===== src/rtl/lgc_pkg.sv =====
package lgc_pkg;
  typedef enum logic [1:0] {
    ST_IDLE = 2'd0,
    ST_BASE = 2'd1,
    ST_OFFS = 2'd2,
    ST_CALC = 2'd3
  } lgc_state_e;
endpackage


===== src/rtl/lgc_rst_sync.sv =====
module lgc_rst_sync (
  input  logic clk,
  input  logic rst_n,
  output logic rst_sync_n
);
  logic [1:0] sync_q;

  always_ff @(posedge clk or negedge rst_n) begin
    if (!rst_n) sync_q <= 2'b00;
    else        sync_q <= {sync_q[0], 1'b1};
  end

  assign rst_sync_n = sync_q[1];
endmodule


===== src/rtl/lgc_settle_timer.sv =====
module lgc_settle_timer #(
  parameter int SET_W = 8
) (
  input  logic             clk,
  input  logic             rst_n,
  input  logic             clear,
  input  logic             run,
  input  logic [SET_W-1:0] limit,
  output logic             expire
);
  logic [SET_W-1:0] cnt_q, cnt_d;

  always_comb begin
    cnt_d = cnt_q;
    if (clear)    cnt_d = '0;
    else if (run) cnt_d = cnt_q + 1'b1;
  end

  always_ff @(posedge clk or negedge rst_n) begin
    if (!rst_n) cnt_q <= '0;
    else        cnt_q <= cnt_d;
  end

  assign expire = run && (cnt_q == limit);
endmodule


===== src/rtl/lgc_word_offset.sv =====
module lgc_word_offset #(
  parameter int FW_W   = 24,
  parameter int FRAC_W = 16,
  parameter int STEP_W = 16
) (
  input  logic [FW_W-1:0]   word_in,
  input  logic [STEP_W-1:0] step_mag,
  input  logic              step_neg,
  output logic [FW_W-1:0]   word_out
);
  logic [FRAC_W-1:0] step_f;
  logic [FRAC_W-1:0] frac_new;

  generate
    if (STEP_W >= FRAC_W) begin : g_step_trunc
      assign step_f = step_mag[FRAC_W-1:0];
    end else begin : g_step_ext
      assign step_f = {{(FRAC_W-STEP_W){1'b0}}, step_mag};
    end
  endgenerate

  assign frac_new = step_neg ? (word_in[FRAC_W-1:0] - step_f)
                             : (word_in[FRAC_W-1:0] + step_f);

  generate
    if (FW_W > FRAC_W) begin : g_with_int
      assign word_out = {word_in[FW_W-1:FRAC_W], frac_new};
    end else begin : g_frac_only
      assign word_out = frac_new;
    end
  endgenerate
endmodule


===== src/rtl/lgc_gain_calc.sv =====
module lgc_gain_calc #(
  parameter int V_W   = 10,
  parameter int ICP_W = 3
) (
  input  logic [V_W-1:0]   v_base,
  input  logic [V_W-1:0]   v_offs,
  input  logic [V_W-1:0]   dv_full,
  output logic [ICP_W-1:0] code
);
  localparam int ICP_MAX = (1 << ICP_W) - 1;
  localparam int PW      = V_W + ICP_W;

  logic [V_W-1:0] dv;
  logic [PW-1:0]  prod;
  logic [PW-1:0]  quot;

  always_comb begin
    dv   = (v_offs >= v_base) ? (v_offs - v_base) : (v_base - v_offs);
    prod = PW'(ICP_MAX) * PW'(dv);
    quot = (dv_full == '0) ? PW'(ICP_MAX) : (prod / PW'(dv_full));
    if (quot > PW'(ICP_MAX))  code = ICP_W'(ICP_MAX);
    else if (quot == '0)      code = ICP_W'(1);
    else                      code = quot[ICP_W-1:0];
  end
endmodule


===== src/rtl/loop_gain_cal.sv =====
module loop_gain_cal
  import lgc_pkg::*;
#(
  parameter int FW_W   = 24,
  parameter int FRAC_W = 16,
  parameter int STEP_W = 16,
  parameter int V_W    = 10,
  parameter int ICP_W  = 3,
  parameter int SET_W  = 8
) (
  input  logic              clk,
  input  logic              rst_n,
  input  logic              cal_en,
  input  logic              cal_start,
  input  logic [FW_W-1:0]   base_word,
  input  logic [STEP_W-1:0] step_mag,
  input  logic              step_neg,
  input  logic [SET_W-1:0]  settle_len,
  input  logic [V_W-1:0]    dv_full,
  input  logic [V_W-1:0]    vsample,
  output logic [FW_W-1:0]   freq_word,
  output logic [ICP_W-1:0]  icp_code,
  output logic              busy,
  output logic              done
);
  localparam int ICP_MAX = (1 << ICP_W) - 1;

  logic             rst_sync_n;
  lgc_state_e       state_q, state_d;
  logic [FW_W-1:0]  fw_q, fw_d;
  logic [FW_W-1:0]  base_q, base_d;
  logic [V_W-1:0]   v0_q, v0_d;
  logic [V_W-1:0]   v1_q, v1_d;
  logic [ICP_W-1:0] icp_q, icp_d;
  logic             done_q, done_d;
  logic [FW_W-1:0]  offs_word;
  logic [ICP_W-1:0] new_code;
  logic             tmr_clear, tmr_run, tmr_expire;

  lgc_rst_sync u_rst (
    .clk        (clk),
    .rst_n      (rst_n),
    .rst_sync_n (rst_sync_n)
  );

  assign tmr_run   = (state_q == ST_BASE) || (state_q == ST_OFFS);
  assign tmr_clear = (state_q == ST_IDLE) || tmr_expire;

  lgc_settle_timer #(.SET_W(SET_W)) u_timer (
    .clk    (clk),
    .rst_n  (rst_sync_n),
    .clear  (tmr_clear),
    .run    (tmr_run),
    .limit  (settle_len),
    .expire (tmr_expire)
  );

  lgc_word_offset #(.FW_W(FW_W), .FRAC_W(FRAC_W), .STEP_W(STEP_W)) u_offs (
    .word_in  (base_q),
    .step_mag (step_mag),
    .step_neg (step_neg),
    .word_out (offs_word)
  );

  lgc_gain_calc #(.V_W(V_W), .ICP_W(ICP_W)) u_calc (
    .v_base  (v0_q),
    .v_offs  (v1_q),
    .dv_full (dv_full),
    .code    (new_code)
  );

  always_comb begin
    state_d = state_q;
    fw_d    = fw_q;
    base_d  = base_q;
    v0_d    = v0_q;
    v1_d    = v1_q;
    icp_d   = icp_q;
    done_d  = 1'b0;
    unique case (state_q)
      ST_IDLE: begin
        fw_d = base_word;
        if (cal_en && cal_start) begin
          base_d  = base_word;
          state_d = ST_BASE;
        end
      end
      ST_BASE: begin
        if (tmr_expire) begin
          v0_d    = vsample;
          fw_d    = offs_word;
          state_d = ST_OFFS;
        end
      end
      ST_OFFS: begin
        if (tmr_expire) begin
          v1_d    = vsample;
          fw_d    = base_q;
          state_d = ST_CALC;
        end
      end
      ST_CALC: begin
        icp_d   = new_code;
        done_d  = 1'b1;
        state_d = ST_IDLE;
      end
      default: state_d = ST_IDLE;
    endcase
  end

  always_ff @(posedge clk or negedge rst_sync_n) begin
    if (!rst_sync_n) begin
      state_q <= ST_IDLE;
      fw_q    <= '0;
      base_q  <= '0;
      v0_q    <= '0;
      v1_q    <= '0;
      icp_q   <= ICP_W'(ICP_MAX);
      done_q  <= 1'b0;
    end else begin
      state_q <= state_d;
      fw_q    <= fw_d;
      base_q  <= base_d;
      v0_q    <= v0_d;
      v1_q    <= v1_d;
      icp_q   <= icp_d;
      done_q  <= done_d;
    end
  end

  assign freq_word = fw_q;
  assign icp_code  = icp_q;
  assign done      = done_q;
  assign busy      = (state_q != ST_IDLE);


  done_pulse_chk: assert property (@(posedge clk) disable iff (!rst_sync_n)
    done |=> !done);


  icp_nonzero_chk: assert property (@(posedge clk) disable iff (!rst_sync_n)
    icp_code != '0);


  icp_hold_chk: assert property (@(posedge clk) disable iff (!rst_sync_n)
    (icp_code != $past(icp_code)) |-> done);


  disabled_idle_chk: assert property (@(posedge clk) disable iff (!rst_sync_n)
    (!busy && !cal_en) |=> !busy);
endmodule


===== config.mk =====
export PLATFORM = sky130hd
export DESIGN_NAME = loop_gain_cal
export DESIGN_NICKNAME = d
export VERILOG_FILES = /design/src/rtl/lgc_pkg.sv /design/src/rtl/lgc_rst_sync.sv /design/src/rtl/lgc_settle_timer.sv /design/src/rtl/lgc_word_offset.sv /design/src/rtl/lgc_gain_calc.sv /design/src/rtl/loop_gain_cal.sv
export SDC_FILE = /design/constraint.sdc
export NUM_CORES = 1
export LEC_CHECK = 0
export ABC_AREA = 0
export BUFFER_PORTS_ARGS = -buffer_cell sky130_fd_sc_hd__buf_2
export CORE_MARGIN = 1.5
export CORE_UTILIZATION = 50
export CTS_BUF_LIST = sky130_fd_sc_hd__clkbuf_8
export DETAILED_ROUTE_END_ITERATION = 10
export PLACE_DENSITY = 0.7
export SLEW_MARGIN = 20
export SYNTH_ARGS = -nofsm -noshare
export SYNTH_HDL_FRONTEND = slang
export SYNTH_SLANG_ARGS = --single-unit

===== constraint.sdc =====
create_clock -name clk -period 2.5 [get_ports clk]
set_clock_uncertainty 0.2 [all_clocks]
set_input_delay 0.125 -clock clk [delete_from_list [all_inputs] [get_ports clk]]
set_output_delay 0.125 -clock clk [all_outputs]
set_load 0.02 [all_outputs]

==> metrics <==
layout cells sized above 1=51.6%; fillcell total=854; total gr overflow=0; non-filler cells, final=2172; width of the die=146 microns; R2R Path End=icp_code[0]; Final GP Congestion=0.968; global router's overall resource usage=38.0%; biggest area consumer among synthesized cells=dfrtp_1; Post-Syn Instances=1211; CTS tree=built; Synth top area share=19.9%; Detail Route Antenna Nets=0; Worst path slowest cell=a31oi_1; Top FF cell, synth=dfrtp_1; Iter 0 DRT Violations=1712; R2R Path Start=v1_q[0]; Placed Instances=1932; maximum clock frequency=38.7 MHz; Root Buffer=clkbuf_8; Worst Max-Slew Pin Slew=1.06 ns; htree depth=3; Area contributors post-synth=dfrtp_1 20%, ha_1 17%, mux2_2 7.2%, xnor2_1 4.9%, nor2_1 4.3%; synth warn=0; Levels on crit path=123; core area=20100 sq um; clock slew at reported path FFs=0.12 ns; hold_ws=0.117 ns; Largest stage delay, worst path=0.72 ns; Post-Syn Area=10200 sq um; crit-path max FO=8; port bufs=101; Vias/cell=6.71; r2r setup slk=-23.37 ns; later-pin clock latency in the skew report=0.41 ns; RSZ-0062 raised after global routing=yes; Layout Nets=2116; Final Util=86.2%; total length of routed wires=55000 microns; CP Class=register to register; DRC=0; Num Clock Sinks=84; routed len/inst=25.3 microns; Post-synth ARST share=100%; status=finished, violations left; Crit path max-delay family=compound AO/OA/AOI/OAI gates; CP dominant cell by count=a21o_1; Row Count=52; Rel. slew slack=28.5%; first-pass GRT wire length=65800 microns; Max Transition Viols Final=0; Fin. Hold Viols=0; clk buf depth=2; Die Y=146 microns; vias in the first global route=13700; DP HPWL=24700 microns; EDFF count, synth=0; Die Area=21300 sq um; synth unique cells=81; maxcap violations=0; Setup WS pre-CTS=-21.00 ns; minimum clock period=25.87 ns; CTS Buf Count=9; Worst Path Arrival=26.00 ns; syn avg cell area=8.43 sq um; setup ws final=-23.37 ns; failing checks=negative setup slack; Synth Register Bits=84; CP endpoint kind=register; post-route clock period utilization=1030%; total number of vias=14600; largest net degree at the start of global routing=67; initial core utilization=50.8%; Register-to-Register Path Depth=123; Synth Net Count=1435; TritonRoute pass-1 iters=10; synthesis-to-layout area growth=69.8%; CP bufs+invs=15; # IOs=102; CP startpoint kind=register; sequential fraction of the synthesis area=20.6%; CP Data Required Time=2.63 ns; worst hold path type=register to asynchronous set/reset pin; final number of setup-violating endpoints=40; initial antenna violation count=5
-- repair_timing --
action | CTS | global route
setup buffers | 136 | 45
hold endpoints to repair | 84 | 0
pin swaps | 97 | 104
gates resized for setup | 96 | 123
hold buffers | 40 | 0
gates cloned | 1 | 0
endpoints found under the setup margin | 14 | 47
-- final cells by class --
type / count / area (sq um) / share of cell area, %
multi-input combinational: 1027 / 9200 / 53.1
timing repair buffer: 694 / 5180 / 29.9
sequential: 84 / 2110 / 12.2
tap: 270 / 338 / 1.95
inverter: 76 / 298 / 1.72
clock buffer: 9 / 124 / 0.715
clock inverter: 7 / 68.8 / 0.397
antenna: 5 / 12.5 / 0.0722
-- layout by cell type, fill, tap and decap left out, types with 40 or more instances in the layout --
cell,instances
buf_2,100
buf_4,532
dlygate4sd3_1,40
nor2_1,110
nand2_1,72
a21oi_1,50
dfrtp_1,79
ha_1,109
inv_1,69
mux2_2,58
xnor2_1,50
-- routing by layer --
metal / up-vias / wire length [microns] / GRT usage [%] / share of wire (%)
met2: 1412 / 24600 / 65.8 / 45
li1: 5821 / - / - / -
met3: 616 / 6760 / 8.28 / 12
met4: 2 / 5610 / 26.0 / 10
met1: 6724 / 18000 / 41.7 / 33
met5: - / 15 / 0 / 0.027
-- cell families after synthesis --
group,count (synthesis),share of synthesized area (%)
buffers and inverters,100,3.77
adder cells (fa/ha/maj),151,19.2
AO/OA/AOI/OAI,347,23.1
XOR/XNOR,82,7.03
multiplexers,82,8.91
flip-flops,84,20.6
AND/OR/NAND/NOR,364,17.2
other,1,0.0367
-- synth_stat cells, types with 12 or more instances --
cell      instances
a21o_1           34
a21oi_1          72
a221oi_1         20
a31oi_1          12
clkbuf_1         19
dfrtp_1          81
ha_1            141
inv_1            75
mux2_2           65
nand2_1          81
nand2b_1         17
nand3_1          25
nor2_1          117
nor2b_1          12
nor3_1           33
o211ai_1         14
o21a_1           23
o21ai_0          77
o31ai_1          12
or3_1            22
xnor2_1          57
xor2_1           25
-- per-stage QoR --
stage	TNS, ns	cell area [sq um]
floorplan	-56.15	10700
global placement	-63.05	14300
detailed placement	-66.12	14300
CTS	-57.80	16400
global route	-88.83	17300
finish	-70.16	17300
-- sequential cells by signal, indices dropped and copies added, names as in the netlist --
signal and cells:
base_q 24, done 1, freq_word 24, icp_code 3
state_q 2, u_rst.sync_q 2, u_timer.cnt_q 8, v0_q 10
v1_q 10
-- worst max path at each step --
stage	startpoint	endpoint	slack, ns
finish	v1_q[0]	icp_code[0]	-23.37
global placement	v1_q[0]	icp_code[0]	-20.08
CTS	v1_q[0]	icp_code[0]	-19.87
global route	v1_q[0]	icp_code[0]	-24.06
floorplan	v1_q[0]	icp_code[0]	-19.72
detailed placement	v1_q[0]	icp_code[0]	-21.00
Power is not shown: default switching activity piles up to over one toggle a cycle in this logic, so the estimate is an artifact.
